==> src/rtl/ucrk_pkg.sv <==
package ucrk_pkg;

    localparam int XLEN   = 64;
    localparam int REG_W  = 6;
    localparam int GPR_W  = 5;
    localparam int NSLOT  = 3;
    localparam int CNT_W  = $clog2(NSLOT + 1);
    localparam int WORD_W = 32;
    localparam int SPR_W  = 10;
    localparam int LONG_W = 34;

    // register index space
    localparam logic [REG_W-1:0] IDX_LR   = REG_W'(32);
    localparam logic [REG_W-1:0] IDX_CTR  = REG_W'(33);
    localparam logic [REG_W-1:0] IDX_TAR  = REG_W'(34);
    localparam logic [REG_W-1:0] IDX_TB   = REG_W'(35);
    localparam logic [REG_W-1:0] IDX_TBU  = REG_W'(36);
    localparam logic [REG_W-1:0] IDX_NULL = REG_W'(63);

    // primary opcodes
    localparam logic [5:0] OPC_PREFIX = 6'd1;
    localparam logic [5:0] OPC_ADDI   = 6'd14;
    localparam logic [5:0] OPC_BC     = 6'd16;
    localparam logic [5:0] OPC_ORI    = 6'd24;
    localparam logic [5:0] OPC_EXT    = 6'd31;
    localparam logic [5:0] OPC_LW     = 6'd32;
    localparam logic [5:0] OPC_LWU    = 6'd33;
    localparam logic [5:0] OPC_SW     = 6'd36;
    localparam logic [5:0] OPC_SWU    = 6'd37;

    localparam logic [WORD_W-1:0] NOP_WORD = 32'h6000_0000;

    // prefix type field
    localparam logic [1:0] PFX_LONGIMM = 2'b10;
    localparam logic [1:0] PFX_NOP     = 2'b11;

    // extended opcodes (bits 10:1)
    localparam logic [9:0] XO_ADD   = 10'd266;
    localparam logic [9:0] XO_MTSR  = 10'd467;
    localparam logic [9:0] XO_MFSR  = 10'd339;
    localparam logic [9:0] XO_RDTB  = 10'd371;

    // special register numbers
    localparam logic [SPR_W-1:0] SR_LR  = 10'd8;
    localparam logic [SPR_W-1:0] SR_CTR = 10'd9;
    localparam logic [SPR_W-1:0] SR_TAR = 10'd815;
    localparam logic [SPR_W-1:0] SR_TB  = 10'd268;
    localparam logic [SPR_W-1:0] SR_TBU = 10'd269;

    typedef enum logic [2:0] {
        UK_NONE   = 3'd0,
        UK_ADDI   = 3'd1,
        UK_ADDR   = 3'd2,
        UK_AGEN   = 3'd3,
        UK_LOAD   = 3'd4,
        UK_STORE  = 3'd5,
        UK_MOVE   = 3'd6,
        UK_BRANCH = 3'd7
    } uop_kind_e;

    typedef struct packed {
        uop_kind_e         kind;
        logic [REG_W-1:0]  dst;
        logic [REG_W-1:0]  src_a;
        logic [REG_W-1:0]  src_b;
        logic [XLEN-1:0]   imm;
        logic              dst_tmp;
        logic              src_tmp;
    } uop_t;

    typedef uop_t [NSLOT-1:0] uop_vec_t;

    typedef enum logic [3:0] {
        CL_NOP,
        CL_ADDI,
        CL_ADD,
        CL_LOAD,
        CL_STORE,
        CL_LOADU,
        CL_STOREU,
        CL_STOREU_ALIAS,
        CL_BC,
        CL_MTSR,
        CL_MFSR,
        CL_ILLEGAL
    } iclass_e;

    typedef struct packed {
        logic [GPR_W-1:0] rt;
        logic [GPR_W-1:0] ra;
        logic [GPR_W-1:0] rb;
        logic [XLEN-1:0]  imm;
        logic [REG_W-1:0] sr_idx;
        logic             link;
        logic             dec;
    } ifields_t;

    function automatic logic [XLEN-1:0] sext16(input logic [15:0] v);
        return {{(XLEN-16){v[15]}}, v};
    endfunction

    function automatic logic [XLEN-1:0] sext34(input logic [LONG_W-1:0] v);
        return {{(XLEN-LONG_W){v[LONG_W-1]}}, v};
    endfunction

    function automatic logic [REG_W-1:0] gpr(input logic [GPR_W-1:0] r);
        return {{(REG_W-GPR_W){1'b0}}, r};
    endfunction

    function automatic logic [REG_W-1:0] base_idx(input logic [GPR_W-1:0] r);
        return (r == '0) ? IDX_NULL : gpr(r);
    endfunction

    function automatic uop_t mk_uop(
        input uop_kind_e        k,
        input logic [REG_W-1:0] d,
        input logic [REG_W-1:0] a,
        input logic [REG_W-1:0] b,
        input logic [XLEN-1:0]  im,
        input logic             dt,
        input logic             st
    );
        uop_t u;
        u.kind    = k;
        u.dst     = d;
        u.src_a   = a;
        u.src_b   = b;
        u.imm     = im;
        u.dst_tmp = dt;
        u.src_tmp = st;
        return u;
    endfunction

endpackage

==> src/rtl/uc_sr_map.sv <==
module uc_sr_map
    import ucrk_pkg::*;
(
    input  logic [SPR_W-1:0] sr_num,
    output logic [REG_W-1:0] sr_idx,
    output logic             can_write,
    output logic             can_read,
    output logic             is_timebase
);

    always_comb begin
        sr_idx      = IDX_NULL;
        can_write   = 1'b0;
        can_read    = 1'b0;
        is_timebase = 1'b0;
        unique case (sr_num)
            SR_LR:  begin sr_idx = IDX_LR;  can_write = 1'b1; can_read = 1'b1; end
            SR_CTR: begin sr_idx = IDX_CTR; can_write = 1'b1; can_read = 1'b1; end
            SR_TAR: begin sr_idx = IDX_TAR; can_write = 1'b1; can_read = 1'b1; end
            SR_TB:  begin sr_idx = IDX_TB;  can_read = 1'b1; is_timebase = 1'b1; end
            SR_TBU: begin sr_idx = IDX_TBU; can_read = 1'b1; is_timebase = 1'b1; end
            default: ;
        endcase
    end

endmodule

==> src/rtl/uc_classify.sv <==
module uc_classify
    import ucrk_pkg::*;
(
    input  logic [WORD_W-1:0] word0,
    input  logic [WORD_W-1:0] word1,
    input  logic              prefixed,
    output iclass_e           cls,
    output ifields_t          fld
);

    logic [5:0]       opc;
    logic [5:0]       sfx_opc;
    logic [9:0]       xo;
    logic [SPR_W-1:0] sr_num;
    logic [REG_W-1:0] sr_idx;
    logic             sr_wr;
    logic             sr_rd;
    logic             sr_tb;

    assign opc     = word0[31:26];
    assign sfx_opc = word1[31:26];
    assign xo      = word0[10:1];
    assign sr_num  = {word0[15:11], word0[20:16]};

    uc_sr_map u_sr_map (
        .sr_num      (sr_num),
        .sr_idx      (sr_idx),
        .can_write   (sr_wr),
        .can_read    (sr_rd),
        .is_timebase (sr_tb)
    );

    always_comb begin
        cls        = CL_ILLEGAL;
        fld.rt     = word0[25:21];
        fld.ra     = word0[20:16];
        fld.rb     = word0[15:11];
        fld.imm    = sext16(word0[15:0]);
        fld.sr_idx = sr_idx;
        fld.link   = word0[0];
        fld.dec    = ~word0[23];

        if (prefixed) begin
            if (opc == OPC_PREFIX) begin
                if (word0[25:24] == PFX_NOP) begin
                    cls = CL_NOP;
                end else if (word0[25:24] == PFX_LONGIMM) begin
                    fld.rt  = word1[25:21];
                    fld.ra  = word1[20:16];
                    fld.imm = sext34({word0[17:0], word1[15:0]});
                    unique case (sfx_opc)
                        OPC_ADDI: cls = CL_ADDI;
                        OPC_LW:   cls = CL_LOAD;
                        OPC_SW:   cls = CL_STORE;
                        default:  cls = CL_ILLEGAL;
                    endcase
                end
            end
        end else begin
            unique case (opc)
                OPC_ORI:  if (word0 == NOP_WORD) cls = CL_NOP;
                OPC_ADDI: cls = CL_ADDI;
                OPC_LW:   cls = CL_LOAD;
                OPC_SW:   cls = CL_STORE;
                OPC_LWU: begin
                    if (fld.ra != '0 && fld.ra != fld.rt) cls = CL_LOADU;
                end
                OPC_SWU: begin
                    if (fld.ra != '0)
                        cls = (fld.ra == fld.rt) ? CL_STOREU_ALIAS : CL_STOREU;
                end
                OPC_BC: begin
                    cls     = CL_BC;
                    fld.imm = sext16({word0[15:2], 2'b00});
                end
                OPC_EXT: begin
                    if (word0[10:0] == {XO_ADD, 1'b0}) begin
                        cls = CL_ADD;
                    end else if (word0[0] == 1'b0) begin
                        unique case (xo)
                            XO_MTSR: if (sr_wr) cls = CL_MTSR;
                            XO_MFSR: if (sr_rd) cls = CL_MFSR;
                            XO_RDTB: if (sr_tb) cls = CL_MFSR;
                            default: ;
                        endcase
                    end
                end
                default: cls = CL_ILLEGAL;
            endcase
        end
    end

endmodule

==> src/rtl/uc_expand.sv <==
module uc_expand
    import ucrk_pkg::*;
(
    input  iclass_e          cls,
    input  ifields_t         fld,
    output logic [CNT_W-1:0] count,
    output logic             illegal,
    output uop_vec_t         uops
);

    localparam logic [XLEN-1:0] MINUS_ONE = '1;
    localparam logic [XLEN-1:0] ZERO_IMM  = '0;

    logic [REG_W-1:0] rt_i;
    logic [REG_W-1:0] ra_i;
    logic [REG_W-1:0] rb_i;
    logic [REG_W-1:0] base_i;

    assign rt_i   = gpr(fld.rt);
    assign ra_i   = gpr(fld.ra);
    assign rb_i   = gpr(fld.rb);
    assign base_i = base_idx(fld.ra);

    always_comb begin
        count   = '0;
        illegal = 1'b0;
        uops    = '0;
        unique case (cls)
            CL_NOP: count = '0;
            CL_ADDI: begin
                count   = CNT_W'(1);
                uops[0] = mk_uop(UK_ADDI, rt_i, base_i, '0, fld.imm, 1'b0, 1'b0);
            end
            CL_ADD: begin
                count   = CNT_W'(1);
                uops[0] = mk_uop(UK_ADDR, rt_i, ra_i, rb_i, ZERO_IMM, 1'b0, 1'b0);
            end
            CL_LOAD: begin
                count   = CNT_W'(2);
                uops[0] = mk_uop(UK_AGEN, '0, base_i, '0, fld.imm, 1'b1, 1'b0);
                uops[1] = mk_uop(UK_LOAD, rt_i, '0, '0, ZERO_IMM, 1'b0, 1'b1);
            end
            CL_STORE: begin
                count   = CNT_W'(2);
                uops[0] = mk_uop(UK_AGEN, '0, base_i, '0, fld.imm, 1'b1, 1'b0);
                uops[1] = mk_uop(UK_STORE, '0, '0, rt_i, ZERO_IMM, 1'b0, 1'b1);
            end
            CL_LOADU: begin
                count   = CNT_W'(2);
                uops[0] = mk_uop(UK_AGEN, ra_i, ra_i, '0, fld.imm, 1'b0, 1'b0);
                uops[1] = mk_uop(UK_LOAD, rt_i, ra_i, '0, ZERO_IMM, 1'b0, 1'b0);
            end
            CL_STOREU: begin
                count   = CNT_W'(2);
                uops[0] = mk_uop(UK_AGEN, ra_i, ra_i, '0, fld.imm, 1'b0, 1'b0);
                uops[1] = mk_uop(UK_STORE, '0, ra_i, rt_i, ZERO_IMM, 1'b0, 1'b0);
            end
            CL_STOREU_ALIAS: begin
                count   = CNT_W'(3);
                uops[0] = mk_uop(UK_AGEN, '0, ra_i, '0, fld.imm, 1'b1, 1'b0);
                uops[1] = mk_uop(UK_STORE, '0, '0, rt_i, ZERO_IMM, 1'b0, 1'b1);
                uops[2] = mk_uop(UK_MOVE, ra_i, '0, '0, ZERO_IMM, 1'b0, 1'b1);
            end
            CL_BC: begin
                if (fld.dec) begin
                    count   = CNT_W'(2);
                    uops[0] = mk_uop(UK_ADDI, IDX_CTR, IDX_CTR, '0, MINUS_ONE, 1'b0, 1'b0);
                    uops[1] = mk_uop(UK_BRANCH, fld.link ? IDX_LR : IDX_NULL, IDX_CTR,
                                     '0, fld.imm, 1'b0, 1'b0);
                end else begin
                    count   = CNT_W'(1);
                    uops[0] = mk_uop(UK_BRANCH, fld.link ? IDX_LR : IDX_NULL, IDX_NULL,
                                     '0, fld.imm, 1'b0, 1'b0);
                end
            end
            CL_MTSR: begin
                count   = CNT_W'(1);
                uops[0] = mk_uop(UK_MOVE, fld.sr_idx, rt_i, '0, ZERO_IMM, 1'b0, 1'b0);
            end
            CL_MFSR: begin
                count   = CNT_W'(1);
                uops[0] = mk_uop(UK_MOVE, rt_i, fld.sr_idx, '0, ZERO_IMM, 1'b0, 1'b0);
            end
            default: illegal = 1'b1;
        endcase
    end

endmodule

==> src/rtl/uop_cracker.sv <==
module uop_cracker
    import ucrk_pkg::*;
(
    input  logic                            clk,
    input  logic                            rst,
    input  logic                            in_valid,
    input  logic                            in_prefixed,
    input  logic [WORD_W-1:0]               in_word0,
    input  logic [WORD_W-1:0]               in_word1,
    output logic                            out_valid,
    output logic [CNT_W-1:0]                out_count,
    output logic                            out_illegal,
    output logic [NSLOT-1:0][2:0]           slot_kind,
    output logic [NSLOT-1:0][REG_W-1:0]     slot_dst,
    output logic [NSLOT-1:0][REG_W-1:0]     slot_src_a,
    output logic [NSLOT-1:0][REG_W-1:0]     slot_src_b,
    output logic [NSLOT-1:0][XLEN-1:0]      slot_imm,
    output logic [NSLOT-1:0]                slot_dst_tmp,
    output logic [NSLOT-1:0]                slot_src_tmp
);

    iclass_e          cls;
    ifields_t         fld;
    logic [CNT_W-1:0] dec_count;
    logic             dec_illegal;
    uop_vec_t         dec_uops;

    logic             valid_q;
    logic [CNT_W-1:0] count_q;
    logic             illegal_q;
    uop_vec_t         uops_q;

    uc_classify u_classify (
        .word0    (in_word0),
        .word1    (in_word1),
        .prefixed (in_prefixed),
        .cls      (cls),
        .fld      (fld)
    );

    uc_expand u_expand (
        .cls     (cls),
        .fld     (fld),
        .count   (dec_count),
        .illegal (dec_illegal),
        .uops    (dec_uops)
    );

    always_ff @(posedge clk) begin
        if (rst) begin
            valid_q   <= 1'b0;
            count_q   <= '0;
            illegal_q <= 1'b0;
            uops_q    <= '0;
        end else begin
            valid_q <= in_valid;
            if (in_valid) begin
                count_q   <= dec_count;
                illegal_q <= dec_illegal;
                uops_q    <= dec_uops;
            end else begin
                count_q   <= '0;
                illegal_q <= 1'b0;
                uops_q    <= '0;
            end
        end
    end

    assign out_valid   = valid_q;
    assign out_count   = count_q;
    assign out_illegal = illegal_q;

    for (genvar i = 0; i < NSLOT; i++) begin : g_slot
        assign slot_kind[i]    = uops_q[i].kind;
        assign slot_dst[i]     = uops_q[i].dst;
        assign slot_src_a[i]   = uops_q[i].src_a;
        assign slot_src_b[i]   = uops_q[i].src_b;
        assign slot_imm[i]     = uops_q[i].imm;
        assign slot_dst_tmp[i] = uops_q[i].dst_tmp;
        assign slot_src_tmp[i] = uops_q[i].src_tmp;

        // slot occupancy matches the count, filled from slot 0
        a_r13_slot_order: assert property (@(posedge clk) disable iff (rst)
            (CNT_W'(i) < out_count) == (slot_kind[i] != 3'(UK_NONE)));
    end

    a_r2_valid_follows: assert property (@(posedge clk) disable iff (rst)
        in_valid |=> out_valid);

    a_r2_idle_quiet: assert property (@(posedge clk) disable iff (rst)
        !in_valid |=> (!out_valid && out_count == '0 && !out_illegal));

    a_r12_illegal_empty: assert property (@(posedge clk) disable iff (rst)
        out_illegal |-> (out_count == '0 && slot_kind[0] == 3'(UK_NONE)));

    a_r6_access_after_agen: assert property (@(posedge clk) disable iff (rst)
        (slot_kind[1] == 3'(UK_LOAD) || slot_kind[1] == 3'(UK_STORE))
            |-> slot_kind[0] == 3'(UK_AGEN));

    a_r8_alias_sequence: assert property (@(posedge clk) disable iff (rst)
        (out_count == CNT_W'(3)) |-> (slot_dst_tmp[0] && slot_src_tmp[1]
            && slot_src_tmp[2] && slot_kind[2] == 3'(UK_MOVE)));

    a_r9_ctr_first: assert property (@(posedge clk) disable iff (rst)
        (slot_kind[1] == 3'(UK_BRANCH)) |-> (slot_dst[0] == IDX_CTR
            && slot_imm[0] == {XLEN{1'b1}}));

endmodule

==> config.mk <==
export PLATFORM = sky130hd
export DESIGN_NAME = uop_cracker
export DESIGN_NICKNAME = d
export VERILOG_FILES = /design/src/rtl/ucrk_pkg.sv /design/src/rtl/uc_sr_map.sv /design/src/rtl/uc_classify.sv /design/src/rtl/uc_expand.sv /design/src/rtl/uop_cracker.sv
export SDC_FILE = /design/constraint.sdc
export NUM_CORES = 1
export LEC_CHECK = 0
export BUFFER_PORTS_ARGS = -buffer_cell sky130_fd_sc_hd__buf_2
export CAP_MARGIN = 25
export CORE_MARGIN = 2
export CORE_UTILIZATION = 49
export DETAILED_ROUTE_END_ITERATION = 8
export GPL_TIMING_DRIVEN = 0
export PLACE_DENSITY = 0.85
export SYNTH_ARGS = -nofsm -noshare
export SYNTH_HDL_FRONTEND = slang
export SYNTH_HIERARCHICAL = 1
export SYNTH_SLANG_ARGS = --single-unit
==> constraint.sdc <==
create_clock -name clk -period 2.8 [get_ports clk]
set_clock_uncertainty 0.1 [all_clocks]
set_input_delay 0.14 -clock clk [delete_from_list [all_inputs] [get_ports clk]]
set_output_delay 0.14 -clock clk [all_outputs]
set_load 0.01 [all_outputs]
==> flow_summary.ini, run 1 <==
[synthesis]
yosysWarnings = 6
synth_top_family_by_area = simple AND/OR/NAND/NOR gates
avgSynthCellArea_sq_um = 9.918
synth_edf_count = 0
synth_compound_area_share_pct = 10.40
synth_fa_ha_area_share_pct = 0
synthArstFlopShare_pct = 0
yosysTopAreaCell = dfxtp_1
synth-xor-area-share_pct = 0.5071
yosysMostFrequentCell = dfxtp_1
synth_top_area_share_pct = 43.88
synth_flop_cell = dfxtp_1
yosysSeqAreaShare_pct = 43.88
synth.mux.area_fraction_pct = 0.2484
synth_area_sq_um = 12090
netlist_top_cells_count = 265 x dfxtp_1, 264 x and3b_1, 136 x buf_4
syn_inst = 1219
synthSimpleGateAreaFrac_pct = 31.38
yosys-top-cells-area = dfxtp_1 44%, and3b_1 19%, buf_4 8.4%
ys_ff_latch = 265
ys_types = 73

[critical_path]
crit_buf_inv = 5
end_kind = register
cpMaxStageDelayCell = or3_1
crit_arrival_ps = 3210
path_cells = clkbuf_4, or3_1, buf_6, nor3_4, o21a_1, mux2i_1, nor2_1, nand3_1, a221oi_2, a32oi_2, nor2_2, nand3_4, inv_8, buf_4, buf_8, o21a_1, and3b_1
worstPathRequired_ps = 3190
crit_path_frequent_cell = o21a_1
worstPathMaxFanout = 10
setup.worst_path.start = in_word0[11]
max_stage_delay_ps = 380
crit_type = in2reg
crit_family = simple AND/OR/NAND/NOR gates
worstSetupStartpointType = input port

[placed_design]
place_area_sq_um = 14440
place_ws_ps = -936.2
place.gp.congestion = 0.9340
hpwlAfterDp_microns = 26530
dp_cells = 1951
port_buffers = 326

[floorplanning]
die_y_microns = 161.1
core_sq_um = 24250
die_x_microns = 161.1
rows = 57
dieArea_sq_um = 25950
ios = 333
start_util_pct = 49.86

[cts]
path_clk_slew_ps = 70
cts_sinks = 265
cts_buffers = 27
cts_tree = built
clockBufferDepth = 3
cts_root_buffer = clkbuf_16
htree_levels = 1

[layout]
nNetsFinal = 1746
final_util_pct = 64.58
area.growth.synth_to_final_pct = 29.51
final_area_sq_um = 15660
layout-drive-gt1-share_pct = 37.95
num-fill-cells = 1960
final_cells = 2022

[power]
powerDensity_nw_per_um2 = 526.4
ir_worst_vdd_mv = 0.4069
power_leakage_nw = 9.076

[grt]
grt-ovfl-total = 0
use_met2_pct = 48.28
antenna_found_initial = 1
grtUsageMet1_pct = 33.19
grt_start_max_net_pins = 33
grt_pass1_wl_microns = 55750
use_met3_pct = 6.369
grt_pass1_vias = 10020
grt_use_total_pct = 27.33
busiest_layer = met2

[hold_path]
worstHoldEndpoint = slot_imm[5]
whs_path_depth = 5
worstHoldStart = in_word1[5]
min_path_type = in2reg

[timing]
min_period_over_period_pct = 100.8
rsz0062_at_grt = yes
max_clock_freq_ghz = 0.3544
worst_hold_slack_ps = 33.96
fin_crit_ps = 2822
tightest_slew_ps = 700.1
timing_hold_violations_final = 0
slew_headroom_pct = 52.83
slew_violations = 0
setup_viol = 2
setup_slack_ps = -21.71

[flow_run]
cap_violations = 0

[drt]
first_iter_violations = 754
wl_per_cell_microns = 18.26
drt-vias-per-instance = 5.077
drtPass1Iterations = 5
vias = 10270
drt-total-wl_microns = 36930
ant_nets = 0
drc = 0

[status]
violations = negative setup slack
status = finished with violations
[sequential cells by signal, indices dropped and copies added, names as in the netlist]
signal / flops
slot_dst: 18
slot_src_a: 18
slot_imm: 192
out_valid: 1
slot_kind: 9
slot_src_b: 18
out_illegal: 1
out_count: 2
slot_src_tmp: 3
slot_dst_tmp: 3
[cell usage in the layout (no fill, tap or decap), types with 5 or more instances in the layout]
master / count
clkbuf_16: 28
inv_1: 8
buf_6: 17
and3_1: 7
nor2_1: 19
a21oi_2: 5
o21a_1: 68
a21o_1: 25
and2_1: 76
dfxtp_1: 265
a22oi_1: 5
nand2_1: 90
nand3_1: 11
conb_1: 84
buf_2: 396
nor4_1: 7
dlygate4sd3_1: 10
and3b_1: 263
buf_4: 143
clkbuf_1: 10
a21oi_1: 19
o21ai_1: 7
o21ai_0: 8
[metrics by stage]
stage          TNS (ps)  total power [mW]
2_1_floorplan         0             4.423
3_3_place_gp    -115920             4.667
3_5_place_dp    -127710             4.681
4_1_cts               0             8.278
5_1_grt           -1240             8.519
6_report         -26.82             8.243
[cell families after synthesis]
group,count (synthesis)
DFF,265
and+or+nand+nor,526
xor gates and xnor gates,7
AOI/OAI and AO/OA,174
buffers and inverters,242
muxes,3
other,2
[what timing repair did]
action                                 4_1_cts  5_1_grt
buffers inserted                             2        8
pin swaps                                    3        3
endpoints found under the hold margin       26        0
gates cloned                                 0        2
hold buffers                                10        0
gates resized for setup                      7       25
setup endpoints to repair                  145      135
[metal layers]
layer	vias to the layer above	wire, microns
li1	4886	-
met2	510	17790
met1	4792	14950
met5	-	13
met4	2	1003
met3	75	3171
[where the power goes]
group	switching [mW]	internal, mW
registers	0.0175	3.83
clock network	1.51	2.08
logic	0.428	0.377
total	1.96	6.29
[worst max path at each step]
stage,slack (ps),cells after the start,to
6_report,-20,17,slot_imm[17]
5_1_grt,-80,17,slot_imm[17]
4_1_cts,3,17,slot_imm[127]
3_5_place_dp,-940,15,slot_imm[127]
3_3_place_gp,-860,17,slot_imm[127]
2_1_floorplan,30,15,slot_src_a[4]
[worst min-delay path, cell delays in order]
cell	delay, ps
buf_2	80
nand2_1	50
nand2_1	110
o21a_1	130
and3b_1	140
[layout make-up]
| cell class | count | area [sq um] | share of cell area, % |
|---|---|---|---|
| Antenna cell | 1 | 2.502 | 0.01598 |
| Inverter | 10 | 45.04 | 0.2877 |
| Clock inverter | 12 | 141.4 | 0.9029 |
| Buffer | 231 | 1634 | 10.44 |
| Multi-Input combinational cell | 794 | 5509 | 35.18 |
| Clock buffer | 36 | 749.5 | 4.786 |
| Tap cell | 324 | 405.4 | 2.589 |
| Sequential cell | 265 | 5305 | 33.88 |
| Timing Repair Buffer | 349 | 1867 | 11.92 |
Power figures use the tool's default switching activity.
==> run 2, diff against run 1 <==
--- a/config.mk
+++ b/config.mk
@@ -10,7 +10,6 @@
 export CORE_MARGIN = 2
 export CORE_UTILIZATION = 49
 export DETAILED_ROUTE_END_ITERATION = 8
-export GPL_TIMING_DRIVEN = 0
 export PLACE_DENSITY = 0.85
 export SYNTH_ARGS = -nofsm -noshare
 export SYNTH_HDL_FRONTEND = slang
==> run 2 against run 1 <==
  * The run now ends clean
  * Total power decreased by 3.0%
  * Sequential power about the same
  * Non-clock buffer count decreased by 106
  * First-iteration DRC count decreased by 16%
  * Wire length decreased by 13%
  * Clock power decreased by 4%
  * Largest cell class unchanged
  * Largest power group unchanged
==> flow_summary.ini, run 2 (synthesis results as in run 1) <==
[layout]
nNetsFinal = 1639
num-fill-cells = 1969
mostFrequentLayoutCell = buf_2
final_util_pct = 61.99
area.growth.synth_to_final_pct = 24.33
layout-drive-gt1-share_pct = 33.54
final_cell_mix = 330 x buf_2, 265 x dfxtp_1, 264 x and3b_1, 118 x buf_4, 91 x nand2_1
final_area_sq_um = 15030
regArea_sq_um = 5305
multi_input_area_sq_um = 5485
largest_reg_flops = 192

[status]
status = completed

[drt]
vias = 9610
wl_per_cell_microns = 16.86
drtPass1Iterations = 5
drt-total-wl_microns = 32260
ant_nets = 0
first_iter_violations = 634
drt-vias-per-instance = 5.021
drc = 0

[timing]
timing_hold_violations_final = 0
fin_crit_ps = 2605
slew_headroom_pct = 53.00
tightest_slew_ps = 697.6
setup_viol = 0
worst_hold_slack_ps = 26.26
slew_violations = 0
rsz0062_at_grt = no
max_clock_freq_ghz = 0.3839
min_period_over_period_pct = 93.03

[grt]
antenna_found_initial = 2
grt-ovfl-total = 0
grt_pass1_wl_microns = 49560
grt_use_total_pct = 23.63
grt_start_max_net_pins = 140
grt_pass1_vias = 9218

[critical_path]
crit_buf_inv = 4
end_kind = register
worstPathRequired_ps = 3130
crit_type = in2reg
crit_arrival_ps = 2930
path_cells = buf_2, or3_4, nor3_4, o21a_1, mux2i_1, nor2_1, nand3_1, a221oi_2, a32oi_2, buf_4, nor2_1, o21ai_4, buf_12, buf_12, o21a_1, and3b_1
worstPathMaxFanout = 15
max_stage_delay_ps = 420
crit_family = simple AND/OR/NAND/NOR gates
worstSetupStartpointType = input port
cpMaxStageDelayCell = or3_4

[floorplanning]
die_x_microns = 161.1
ios = 333
core_sq_um = 24250
die_y_microns = 161.1
dieArea_sq_um = 25950
start_util_pct = 49.86
rows = 57

[power]
powerDensity_nw_per_um2 = 531.8
ir_worst_vdd_mv = 0.5166
power_leakage_nw = 8.575

[flow_run]
cap_violations = 0

[cts]
cts_sinks = 265
path_clk_slew_ps = 60
htree_levels = 1
cts_root_buffer = clkbuf_16
cts_tree = built
cts_buffers = 26
clockBufferDepth = 3

[hold_path]
min_path_type = in2reg

[placed_design]
place_area_sq_um = 14010
port_buffers = 332
hpwlAfterDp_microns = 22130
place.gp.congestion = 0.9277
==> run 2: cell count changes in the layout (fill, tap and decap cells not counted), sizes merged <==
cell    change
buf        -99
clkbuf      -7
inv         -2
==> run 2: per-layer routing <==
layer | vias up | global-route usage (%) | share of wire [%]
met1 | 4436 | 29.13 | 42
met4 | 0 | 6.128 | 2.2
met3 | 59 | 6.446 | 9.1
met2 | 429 | 40.91 | 47
li1 | 4686 | - | -
met5 | - | 0 | 0
==> run 2: area by class of cell <==
cell class,count,area share [%]
flip-flops and latches,265,35.29
repair buffers,474,19.63
well taps,324,2.697
clock inverters,10,0.7741
multi-input cells,794,36.49
diodes,1,0.01665
inverters,10,0.2580
clock buffers,36,4.844
==> run 2: what timing repair did <==
action	in CTS	in global routing
resized for setup	0	3
hold endpoints to repair	17	0
setup buffers	0	1
hold buffers	10	0
endpoints found under the setup margin	0	104
==> run 2: worst paths after layout <==
path	from	to	slack [ps]	cells after the start
hold / removal	in_valid	out_valid	30	2
setup / recovery	in_word0[17]	slot_imm[3]	200	16
==> run 2: power breakdown <==
group	total, mW	internal, mW	switching (mW)
Combinational	0.700	0.312	0.388
Clock	3.45	2.00	1.45
Sequential	3.85	3.83	0.0164
Total	7.99	6.14	1.85
==> run 2: stage by stage <==
| stage | setup TNS (ps) | instances | setup slack, ps | power [mW] |
|---|---|---|---|---|
| 2_1_floorplan | 0 | 1301 | 28.48 | 4.423 |
| 3_3_place_gp | -36160 | 1854 | -312.7 | 4.583 |
| 3_5_place_dp | -57920 | 1854 | -435.4 | 4.598 |
| 4_1_cts | 0 | 1910 | 85.61 | 8.040 |
| 5_1_grt | 0 | 1913 | 39.04 | 8.278 |
| 6_report | 0 | 1914 | 195.3 | 7.995 |
==> run 3, diff against run 2 <==
--- a/config.mk
+++ b/config.mk
@@ -7,7 +7,6 @@
 export LEC_CHECK = 0
 export BUFFER_PORTS_ARGS = -buffer_cell sky130_fd_sc_hd__buf_2
 export CAP_MARGIN = 25
-export CORE_MARGIN = 2
 export CORE_UTILIZATION = 49
 export DETAILED_ROUTE_END_ITERATION = 8
 export PLACE_DENSITY = 0.85
==> run 3 against run 2 <==
  * Non-clock buffer count is 19 lower
  * Die area is 2.5% lower
  * Global-route usage shrank 0.26 points
  * Clock power grew 6.4%
  * Maximum frequency shrank 4.9%
  * Largest power group unchanged
  * Sequential power barely moved
  * Highest routed layer unchanged
  * First-iteration DRC count shrank 8.8%
  * Design area decreased by 0.85%
==> flow_summary.ini, run 3 (synthesis results as in run 1) <==
[critical_path]
endpoint = slot_imm[101]
cp_num_cells = 15
crit_buf_inv = 3
end_kind = register
worstPathMaxFanout = 37
crit_family = simple AND/OR/NAND/NOR gates
crit_type = in2reg
setup.worst_path.start = in_word0[17]
worstPathRequired_ps = 3160
worstSetupStartpointType = input port
crit_arrival_ps = 3100
path_cells = buf_2, or3_1, nor3_4, o21a_1, mux2i_1, nor2_1, nand3_1, a221oi_2, a32oi_2, nor2_2, nand3_4, clkinv_2, buf_12, and2_1, and3b_1
max_stage_delay_ps = 500
cpMaxStageDelayCell = or3_1

[layout]
mostFrequentLayoutCell = buf_2
final_cell_mix = 330 x buf_2, 265 x dfxtp_1, 264 x and3b_1, 104 x buf_4, 91 x nand2_1
largest_reg_flops = 192
area.growth.synth_to_final_pct = 23.27
layout-drive-gt1-share_pct = 33.02
nNetsFinal = 1620
final_area_sq_um = 14900
antenna_cells = 0

[cts]
cts_sinks = 265
clockBufferDepth = 3
cts_buffers = 26
path_clk_slew_ps = 60
cts_root_buffer = clkbuf_16
cts_tree = built
htree_levels = 1
post-cts-setup-buffers = 0

[timing]
worst_hold_slack_ps = 15.52
timing_hold_violations_final = 0
slew_violations = 0
max_clock_freq_ghz = 0.3652
final.setup.tns_ps = 0
setup_slack_ps = 61.66
fin_crit_ps = 2738
min_period_over_period_pct = 97.80
tightest_slew_ps = 688.0
slew_headroom_pct = 53.65
setup_viol = 0

[drt]
first_iter_violations = 578
ant_nets = 0
drc = 0
vias = 9516
drt-vias-per-instance = 5.019
drtPass1Iterations = 5
wl_per_cell_microns = 16.16
drt-total-wl_microns = 30630

[grt]
grt-ovfl-total = 0
grt_use_total_pct = 23.37
grt_pass1_wl_microns = 48240
grt_pass1_vias = 9119
grt_start_max_net_pins = 126
antenna_found_initial = 1

[status]
status = completed

[placed_design]
place_ws_ps = -437.4
place.gp.congestion = 0.9179
place_area_sq_um = 13870
hpwlAfterDp_microns = 21110
port_buffers = 332

[hold_path]
min_path_type = in2reg
whs_path_depth = 5

[floorplanning]
die_y_microns = 159.1
dieArea_sq_um = 25310
rows = 57
ios = 333
core_sq_um = 24250
start_util_pct = 49.86
die_x_microns = 159.1

[power]
ir_worst_vdd_mv = 0.5325
powerDensity_nw_per_um2 = 550.3
p_total_mw = 8.202
power_leakage_nw = 8.496

[flow_run]
cap_violations = 0
-- run 3: cell types whose count changed in the layout (fill, tap and decap cells not counted), sizes merged --
cell / before / now
clkbuf: 38 / 37
clkinvlp: 2 / 1
inv: 9 / 10
diode: 1 / 0
bufinv: 2 / 4
clkinv: 7 / 6
dlygate4sd3: 10 / 9
buf: 462 / 446
-- run 3: where the power goes --
| part | internal (mW) | switching, mW | leakage, nW | total, mW |
|---|---|---|---|---|
| registers | 3.83 | 0.0152 | 2.15 | 3.85 |
| clock network | 2.24 | 1.43 | 0.449 | 3.67 |
| logic | 0.306 | 0.383 | 5.90 | 0.689 |
| total | 6.38 | 1.83 | 8.50 | 8.20 |
-- run 3: routing by layer --
layer  track usage (%)  share of wire (%)
met2             39.15                 46
met3             6.252                9.3
met5                 0                  0
met1             29.46                 42
met4             6.731                2.7
-- run 3: what timing repair did --
item,CTS,global route
hold buffers,9,0
endpoints found under the hold margin,46,0
endpoints found under the setup margin,0,146
resized for setup,0,5
-- run 3: per-stage QoR --
step	cells	utilization, %
after floorplan	1301	-
after global placement	1839	57.20
after detailed placement	1839	57.20
after CTS	1896	61.35
after global routing	1896	61.47
final	1896	61.47
-- run 3: cell type report --
type | instances | area (sq um)
repair buffers | 455 | 2745
multi-input cells | 794 | 5495
clock inverters | 11 | 161.4
flip-flops and latches | 265 | 5305
fillers | 1973 | 9344
inverters | 10 | 38.79
clock buffers | 37 | 753.2
well taps | 324 | 405.4
-- run 3: worst min-delay path: stages --
cell and delay [ps]:
buf_2 80, nand2_1 50, nand2_1 60, and2_1 120, and3b_1 150
-- run 3: how the worst min path moves through the flow --
stage	startpoint	slack (ps)	end
finish	in_word1[9]	20	slot_imm[73]
global route	in_word1[9]	40	slot_imm[9]
CTS	in_word1[15]	3	slot_imm[15]
detailed placement	rst	370	out_valid
global placement	rst	370	out_valid
floorplan	rst	310	out_valid
